<file path="src/rtl/lbr_pkg.sv">
package lbr_pkg;
    localparam int unsigned LBR_ADDR_W = 12;
    localparam int unsigned LBR_DATA_W = 32;
    localparam int unsigned LBR_BYTES  = LBR_DATA_W / 8;
    localparam int unsigned LBR_STEP_W = $clog2(LBR_BYTES + 1);
    localparam int unsigned LBR_SIZE_W = $clog2(LBR_BYTES + 1);
    localparam int unsigned LBR_HALF_W = 16;

    typedef enum logic [1:0] {
        RG_NONE = 2'd0,
        RG_LP   = 2'd1,
        RG_EX   = 2'd2
    } region_e;

    typedef struct packed {
        logic                  busy;
        logic                  we;
        region_e               rg;
        logic [LBR_ADDR_W-1:0] off;
        logic [LBR_DATA_W-1:0] wdata;
        logic [LBR_DATA_W-1:0] rdata;
        logic [LBR_STEP_W-1:0] step;
        logic [LBR_STEP_W-1:0] nsteps;
    } seq_s;
endpackage

</file>
<file path="src/rtl/lbr_decode.sv">
module lbr_decode
    import lbr_pkg::*;
#(
    parameter int unsigned LP_BASE  = 'h400,
    parameter int unsigned LP_LEN   = 'h20,
    parameter int unsigned EX_BASE  = 'h500,
    parameter int unsigned EX_SLOTS = 11
) (
    input  logic                  win_en,
    input  logic [LBR_ADDR_W-1:0] addr,
    input  logic [LBR_SIZE_W-1:0] size,
    output region_e               rg,
    output logic [LBR_ADDR_W-1:0] off,
    output logic [LBR_STEP_W-1:0] nsteps
);
    localparam int unsigned EX_LEN = 2 * EX_SLOTS;
    localparam logic [LBR_ADDR_W-1:0] LP_LO = LBR_ADDR_W'(LP_BASE);
    localparam logic [LBR_ADDR_W-1:0] LP_HI = LBR_ADDR_W'(LP_BASE + LP_LEN);
    localparam logic [LBR_ADDR_W-1:0] EX_LO = LBR_ADDR_W'(EX_BASE);
    localparam logic [LBR_ADDR_W-1:0] EX_HI = LBR_ADDR_W'(EX_BASE + EX_LEN);
    localparam logic [LBR_SIZE_W-1:0] SZ_MAX = LBR_SIZE_W'(LBR_BYTES);

    logic size_ok;
    logic in_lp;
    logic in_ex;

    always_comb begin
        size_ok = (size != '0) && (size <= SZ_MAX);
        in_lp   = (addr >= LP_LO) && (addr < LP_HI);
        in_ex   = (addr >= EX_LO) && (addr < EX_HI);
        rg      = RG_NONE;
        off     = '0;
        nsteps  = '0;
        if (win_en && size_ok) begin
            if (in_lp) begin
                rg     = RG_LP;
                off    = addr - LP_LO;
                nsteps = LBR_STEP_W'(size);
            end else if (in_ex) begin
                rg     = RG_EX;
                off    = addr - EX_LO;
                // two steps per halfword, odd sizes round up
                nsteps = LBR_STEP_W'(size) + LBR_STEP_W'(size[0]);
            end
        end
    end
endmodule

</file>
<file path="src/rtl/lbr_opgen.sv">
module lbr_opgen
    import lbr_pkg::*;
#(
    parameter int unsigned LP_LEN       = 'h20,
    parameter int unsigned LP_PORT_BASE = 'h3C0,
    parameter int unsigned PORT_W       = 10,
    parameter int unsigned EX_SLOTS     = 11
) (
    input  logic                  busy,
    input  logic                  we,
    input  region_e               rg,
    input  logic [LBR_ADDR_W-1:0] off,
    input  logic [LBR_DATA_W-1:0] wdata,
    input  logic [LBR_STEP_W-1:0] step,
    output logic                  lp_valid,
    output logic                  lp_we,
    output logic [PORT_W-1:0]     lp_addr,
    output logic [7:0]            lp_wdata,
    output logic                  ex_valid,
    output logic                  ex_sel,
    output logic                  ex_we,
    output logic [LBR_HALF_W-1:0] ex_wdata,
    output logic                  cap_lp,
    output logic                  cap_ex
);
    logic [LBR_ADDR_W-1:0] byte_off;
    logic [LBR_ADDR_W-1:0] slot;
    logic [LBR_STEP_W-1:0] half;
    logic                  phase;
    logic                  lp_in;
    logic                  ex_in;

    always_comb begin
        byte_off = off + LBR_ADDR_W'(step);
        half     = step >> 1;
        slot     = (off >> 1) + LBR_ADDR_W'(half);
        phase    = step[0];
        lp_in    = byte_off < LBR_ADDR_W'(LP_LEN);
        ex_in    = slot < LBR_ADDR_W'(EX_SLOTS);

        lp_valid = busy && (rg == RG_LP) && lp_in;
        lp_we    = we;
        lp_addr  = PORT_W'(LP_PORT_BASE) + PORT_W'(byte_off);
        lp_wdata = wdata[8*step +: 8];

        ex_valid = busy && (rg == RG_EX) && ex_in;
        ex_sel   = phase;
        ex_we    = phase ? we : 1'b1;
        ex_wdata = phase ? wdata[LBR_HALF_W*half +: LBR_HALF_W]
                         : LBR_HALF_W'(slot);

        cap_lp   = lp_valid && !we;
        cap_ex   = ex_valid && phase && !we;
    end
endmodule

</file>
<file path="src/rtl/mmio_legacy_bridge.sv">
module mmio_legacy_bridge
    import lbr_pkg::*;
#(
    parameter int unsigned LP_BASE      = 'h400,
    parameter int unsigned LP_LEN       = 'h20,
    parameter int unsigned LP_PORT_BASE = 'h3C0,
    parameter int unsigned PORT_W       = 10,
    parameter int unsigned EX_BASE      = 'h500,
    parameter int unsigned EX_SLOTS     = 11
) (
    input  logic                  clk,
    input  logic                  rst_n,
    input  logic                  win_en,
    input  logic                  bus_req,
    input  logic                  bus_we,
    input  logic [LBR_ADDR_W-1:0] bus_addr,
    input  logic [LBR_SIZE_W-1:0] bus_size,
    input  logic [LBR_DATA_W-1:0] bus_wdata,
    output logic [LBR_DATA_W-1:0] bus_rdata,
    output logic                  bus_ready,
    output logic                  lp_valid,
    output logic                  lp_we,
    output logic [PORT_W-1:0]     lp_addr,
    output logic [7:0]            lp_wdata,
    input  logic [7:0]            lp_rdata,
    output logic                  ex_valid,
    output logic                  ex_sel,
    output logic                  ex_we,
    output logic [LBR_HALF_W-1:0] ex_wdata,
    input  logic [LBR_HALF_W-1:0] ex_rdata
);
    localparam logic [PORT_W-1:0] PORT_LO = PORT_W'(LP_PORT_BASE);
    localparam logic [PORT_W-1:0] PORT_HI = PORT_W'(LP_PORT_BASE + LP_LEN);

    seq_s                  seq_q;
    seq_s                  seq_d;
    region_e               dec_rg;
    logic [LBR_ADDR_W-1:0] dec_off;
    logic [LBR_STEP_W-1:0] dec_n;
    logic                  cap_lp;
    logic                  cap_ex;
    logic                  last_step;

    lbr_decode #(
        .LP_BASE (LP_BASE),
        .LP_LEN  (LP_LEN),
        .EX_BASE (EX_BASE),
        .EX_SLOTS(EX_SLOTS)
    ) u_decode (
        .win_en(win_en),
        .addr  (bus_addr),
        .size  (bus_size),
        .rg    (dec_rg),
        .off   (dec_off),
        .nsteps(dec_n)
    );

    lbr_opgen #(
        .LP_LEN      (LP_LEN),
        .LP_PORT_BASE(LP_PORT_BASE),
        .PORT_W      (PORT_W),
        .EX_SLOTS    (EX_SLOTS)
    ) u_opgen (
        .busy    (seq_q.busy),
        .we      (seq_q.we),
        .rg      (seq_q.rg),
        .off     (seq_q.off),
        .wdata   (seq_q.wdata),
        .step    (seq_q.step),
        .lp_valid(lp_valid),
        .lp_we   (lp_we),
        .lp_addr (lp_addr),
        .lp_wdata(lp_wdata),
        .ex_valid(ex_valid),
        .ex_sel  (ex_sel),
        .ex_we   (ex_we),
        .ex_wdata(ex_wdata),
        .cap_lp  (cap_lp),
        .cap_ex  (cap_ex)
    );

    always_comb begin
        seq_d     = seq_q;
        last_step = ({1'b0, seq_q.step} + 1'b1) >= {1'b0, seq_q.nsteps};
        if (!seq_q.busy) begin
            if (bus_req) begin
                seq_d.busy   = 1'b1;
                seq_d.we     = bus_we;
                seq_d.rg     = dec_rg;
                seq_d.off    = dec_off;
                seq_d.wdata  = bus_wdata;
                seq_d.rdata  = '0;
                seq_d.step   = '0;
                seq_d.nsteps = dec_n;
            end
        end else begin
            if (cap_lp) begin
                seq_d.rdata[8*seq_q.step +: 8] = lp_rdata;
            end
            if (cap_ex) begin
                seq_d.rdata[LBR_HALF_W*(seq_q.step >> 1) +: LBR_HALF_W] = ex_rdata;
            end
            if (last_step) begin
                seq_d.busy = 1'b0;
            end else begin
                seq_d.step = seq_q.step + 1'b1;
            end
        end
    end

    always_ff @(posedge clk or negedge rst_n) begin
        if (!rst_n) begin
            seq_q <= '0;
        end else begin
            seq_q <= seq_d;
        end
    end

    assign bus_ready = !seq_q.busy;
    assign bus_rdata = seq_q.rdata;

    AST_IDLE_QUIET: assert property (@(posedge clk) disable iff (!rst_n)
        bus_ready |-> (!lp_valid && !ex_valid));

    AST_STEP_LIMIT: assert property (@(posedge clk) disable iff (!rst_n)
        (seq_q.busy && seq_q.nsteps != '0) |-> (seq_q.step < seq_q.nsteps));

    AST_DISABLED_QUIET: assert property (@(posedge clk) disable iff (!rst_n)
        (bus_req && bus_ready && !win_en) |=> (!lp_valid && !ex_valid && !bus_ready));

    AST_PORT_RANGE: assert property (@(posedge clk) disable iff (!rst_n)
        lp_valid |-> (lp_addr >= PORT_LO && lp_addr < PORT_HI));

    AST_INDEX_THEN_DATA: assert property (@(posedge clk) disable iff (!rst_n)
        (ex_valid && !ex_sel) |=> (ex_valid && ex_sel));

    AST_DATA_AFTER_INDEX: assert property (@(posedge clk) disable iff (!rst_n)
        (ex_valid && ex_sel) |-> $past(ex_valid && !ex_sel));

    AST_SLOT_RANGE: assert property (@(posedge clk) disable iff (!rst_n)
        (ex_valid && !ex_sel) |-> (ex_wdata < LBR_HALF_W'(EX_SLOTS)));
endmodule

</file>
<file path="config.mk">
export PLATFORM = sky130hd
export DESIGN_NAME = mmio_legacy_bridge
export DESIGN_NICKNAME = d
export VERILOG_FILES = /design/src/rtl/lbr_pkg.sv /design/src/rtl/lbr_decode.sv /design/src/rtl/lbr_opgen.sv /design/src/rtl/mmio_legacy_bridge.sv
export SDC_FILE = /design/constraint.sdc
export NUM_CORES = 1
export LEC_CHECK = 0
export CORE_UTILIZATION = 49
export DETAILED_ROUTE_END_ITERATION = 7
export HOLD_SLACK_MARGIN = 0.02
export PLACE_DENSITY = 0.84
export SYNTH_ARGS = -nofsm -noshare
export SYNTH_HDL_FRONTEND = slang
export SYNTH_SLANG_ARGS = --single-unit
</file>
<file path="constraint.sdc">
create_clock -name clk -period 5.5 [get_ports clk]
set_clock_uncertainty 0.05 [all_clocks]
set_input_delay 1.375 -clock clk [delete_from_list [all_inputs] [get_ports clk]]
set_output_delay 1.375 -clock clk [all_outputs]
set_load 0.02 [all_outputs]
</file>
# Yosys cells after proc, flatten, opt, wreduce, memory -nomap -nowiden
# Cells that the tools add are included.
# op_classes
add_sub_neg,10
n_lt_le_gt_ge,8
eq_ne,3
n_shift,6
n_mux,21
bitwise,1
reduce_logical,17
# ops
operator,n
$mux W32,3
$mux W86,1
$neg A6 Y34,2
$bwmux W32,2
$mux W12,3
$mux W35,1
$shift A16 B34 Y32 const A,1
$shift A8 B34 Y32 const A,1
$shiftx A16 B34 Y32,1
$shiftx A8 B34 Y32,1
$shiftx A32 B7 Y16,1
$shiftx A32 B7 Y8,1
$ge A12 B11 Y1 const B,2
$lt A12 B11 Y1 const B,2
$sub A12 B11 Y12 const B,2
$mux W16,1
$add A11 B2 Y12,1
$add A12 B3 Y12,1
$lt A12 B4 Y1 const B,1
$lt A12 B6 Y1 const B,1
$mux W3,4
$logic_and A1 B1 Y1,11
$add A10 B10 Y10 const A,1
$mux W2,3
other kinds (14),18
# word_totals
ff_bits,86
output_inout_bits,72
wordCells,74

# Longest topological paths before layout
# logic_depth
depth_word,9
depth_mapped,18

# Modules after synthesis
# Synthesis repeated with hierarchy kept, for this count alone.
# hier_totals
hier_cells,686
area_unflattened_um2,5843.1
# modules_own_cells
mod,instances,cells_each,area_each_um2,seq_area_each_um2
mmio_legacy_bridge,1,458,4231.6,2152.1
lbr_opgen,1,150,1108.6,0.0
lbr_decode,1,78,503.0,0.0

# Worst setup path before layout
# No wires, ideal clock.
# synth_path
kind,reg-to-output
from,register seq_q[4] (netlist name)
to,output lp_valid
t_arrival_ns,4.108
t_required_ns,4.075
slack_ns,-0.033
stages_incl_launch_ff,13
path_cell_list,dfrtp_1 clkbuf_1 clkbuf_1 clkbuf_1 inv_1 fa_1 nor2b_1 or2_1 nand2b_1 xor2_1 ha_1 and4b_1 nor3b_1
# synth_via
elab_chain_len,3
# synth_lines
element,line,rtl
from (decl),mmio_legacy_bridge.sv:35,seq_s seq_q;
from (signal assigned),mmio_legacy_bridge.sv:115,seq_q <= seq_d;
$add A12 B3 Y12,lbr_opgen.sv:34,byte_off = off + LBR_ADDR_W'(step);
$lt A12 B6 Y1,lbr_opgen.sv:38,lp_in = byte_off < LBR_ADDR_W'(LP_LEN);
$logic_and A1 B1 Y1,lbr_opgen.sv:41,lp_valid = busy && (rg == RG_LP) && lp_in;
to (decl),mmio_legacy_bridge.sv:21,"output logic lp_valid,"
# No other way between the ends.

# Final worst setup path
# layout_path
from,register seq_q[5] (netlist name)
to,output lp_valid
# The elaborated chain is that of the path after synthesis.

==> flow_summary.ini <==
[placement]
place_ws_ns = 0.960
dp_hpwl_microns = 12300
port_buffers = 147
place.gp.congestion = 0.905

[logic_synthesis]
postSynthNetCount = 762
ys.flop_type = dfrtp_1
synth_edf_count = 0
avgSynthCellArea_sq_um = 8.70
ys_seq_area_share_pct = 37.2
syn_area_sq_mm = 0.00578
yosysWarnings = 0
ys_ff_latch = 86
ys_types = 68
synth_cells = 664
synth_async_sr_flop_share_pct = 100

[timing]
rsz0062_at_grt = false
tns_ns = 0
fin_hold_ws_ns = 0.423
maxSlewViolCount = 0
min_period_over_period_pct = 89.7
finalSetupViolCount = 0
worst_pin_slew_ns = 1.18
fmax_mhz = 203
period_minus_slack_ns = 4.93
layout_setup_ws_ns = 0.566
slew_headroom_pct = 20.8
finalHoldViolations = 0

[critical_path]
worstSetupPathType = reg -> out
cp-end-kind = primary output
critical_path.cell_chain = inv_1 > fa_1 > and2_1 > nor2_1 > xnor2_1 > ha_1 > and4b_1 > nor3b_2 > clkdlybuf4s50_1
startpoint_type = flop
r2r_setup_slack_ns = 1.41
slowest_delay_ns = 0.66
arrival_ns = 3.51
r2r_end = bus_rdata[17]
cp_max_fo = 12
worstPathRequired_ns = 4.07
r2r_start = seq_q[5]
crit_slowest_cell = clkdlybuf4s50_1
ff2ff_path_depth = 12

[global_route]
grt_pass1_wl_microns = 27100
globalRouteMet3Util_pct = 6.09
grtUsageTotal_pct = 27.5
grt_pass1_vias = 5334
grt_max_degree = 87
grt_busiest_layer = met2
gr-usage-met2_pct = 44.8
grt_overflow = 0
met1_usage_pct = 36.3
antenna_found_initial = 0

[detailed_routing]
routed_wl_microns = 16500
antenna_left = 0
via_per_inst = 5.98
drt_iter0_markers = 550
wire_per_inst_microns = 18.2
drtPass1Iterations = 6
drc = 0
num_vias = 5404

[pwr]
total_power_mw = 2.76
vdd_drop_max_mv = 0.284
powerDensity_mw_per_mm2 = 378
p_leak_nw = 3.31

[clocking]
clk_path_buf_depth = 2
cts_hold_buffers = 0
ctsResizeCount = 0
postCtsSetupRepairBufs = 0
cts-htree-levels = 3
cts_buffers = 9
tritoncts = done
clk_latency_ns = 0.34
clock_sinks = 86
cts-root-buf = clkbuf_16
path_clk_slew_ns = 0.07

[min_path]
hold_class = reg -> reg
whs_endpoint = seq_q[53]
min_path_cells = 2
min_from = seq_q[53]

[floorplan]
die_area_sq_mm = 0.0122
die_x_microns = 111
io_pins = 148
start_util_pct = 50.4
rows = 39
die_h_microns = 111
coreArea_sq_mm = 0.0115

[final_layout]
drive_above_1_share_pct = 5.92
nNetsFinal = 853
syn_to_final_growth_pct = 26.3
diodes = 0

[outcome]
status = finished, final reports clean

[run]
maxCapViolations = 0
routing by layer:
metal  up-vias  routed length, microns
met1      2587                    6880
met3        30                    1360
met4         0                     369
met5         -                       0
li1       2474                       -
met2       313                    7850
kinds of logic (layout without fill, tap and decap cells):
| logic type | after synthesis | after routing | synth area share, % |
|---|---|---|---|
| simple gates | 272 | 272 | 22.0 |
| flops | 86 | 86 | 37.2 |
| compound gates | 138 | 138 | 17.5 |
| mux | 26 | 26 | 5.20 |
| fa+ha+maj | 22 | 22 | 5.02 |
| xor+xnor | 22 | 22 | 3.33 |
| buf+inv | 98 | 194 | 9.68 |
cell usage in the layout, fill, tap and decap left out, types with 12 or more instances in the layout:
master           count
nand2_1            149
clkdlybuf4s50_1    146
dfrtp_1             86
nor2_1              28
nand3_1             27
o21ai_0             27
a22o_1              25
inv_1               23
mux2i_1             21
ha_1                20
xnor2_1             15
o22ai_1             15
a21o_1              14
nor3_1              12
power breakdown:
part           total [mW]  internal, mW  switching (mW)  leakage, nW
Sequential          0.913         0.774           0.139         1.14
Clock               0.577         0.312           0.264        0.141
Combinational        1.27         0.539           0.728         2.03
Total                2.76          1.63            1.13         3.31
worst max-delay path: cells and delay by family, from the launching register on:
kind	cells	cell delay [ns]
adders and majority gates	2	0.84
DFF	1	0.42
xor gates and xnor gates	1	0.13
and+or+nand+nor	4	0.90
buffers and inverters	2	0.88
cell type report:
| cell class | count | area (sq um) |
|---|---|---|
| Inverter | 24 | 90.1 |
| Timing Repair Buffer | 154 | 1520 |
| Clock buffer | 9 | 225 |
| Tap cell | 143 | 179 |
| Sequential cell | 86 | 2150 |
| Clock inverter | 7 | 53.8 |
| Multi-Input combinational cell | 480 | 3080 |
| Fill cell | 905 | 4170 |
metrics by stage:
step | cells | utilization, % | instance area, sq um
global route | 903 | 63.6 | 7300
floorplan | 664 | - | 5780
finish | 903 | 63.6 | 7300
CTS | 903 | 63.6 | 7300
detailed placement | 887 | 61.2 | 7020
global placement | 887 | 61.2 | 7020
state kept, by name (all words and copies together), names as in the netlist:
register   cells
bus_rdata     32
seq_q         54
worst max path at each step:
stage,end,startpoint,slack (ns)
2_1_floorplan,lp_valid,seq_q[4],0.17
3_3_place_gp,lp_valid,seq_q[5],1.01
3_5_place_dp,lp_valid,seq_q[5],0.96
4_1_cts,lp_valid,seq_q[5],0.58
5_1_grt,lp_valid,seq_q[5],0.34
6_report,lp_valid,seq_q[5],0.57
synth_stat cells, types with 4 or more instances:
master    number  share of area (%)
nand2_1      149                9.7
dfrtp_1       86                 37
buf_4         36                4.7
nor2_1        28                1.8
nand3_1       27                2.3
o21ai_0       27                2.3
a22o_1        25                3.8
inv_1         23                1.5
mux2i_1       21                3.6
clkbuf_1      20                1.3
ha_1          20                4.3
o22ai_1       15                1.6
xnor2_1       15                2.3
a21o_1        14                1.8
buf_2         12                1.0
nor3_1        12                1.0
a21oi_1       10               0.87
a221o_1        9                1.6
and2_1         9               0.97
a22oi_1        8                1.0
xor2_1         7                1.1
nor2b_1        6               0.65
a211oi_1       4               0.52
and3_1         4               0.43
buf_6          4               0.78
nand2b_1       4               0.43
nand4_1        4               0.43
nor3b_1        4               0.52
Power figures use the tool's default switching activity.
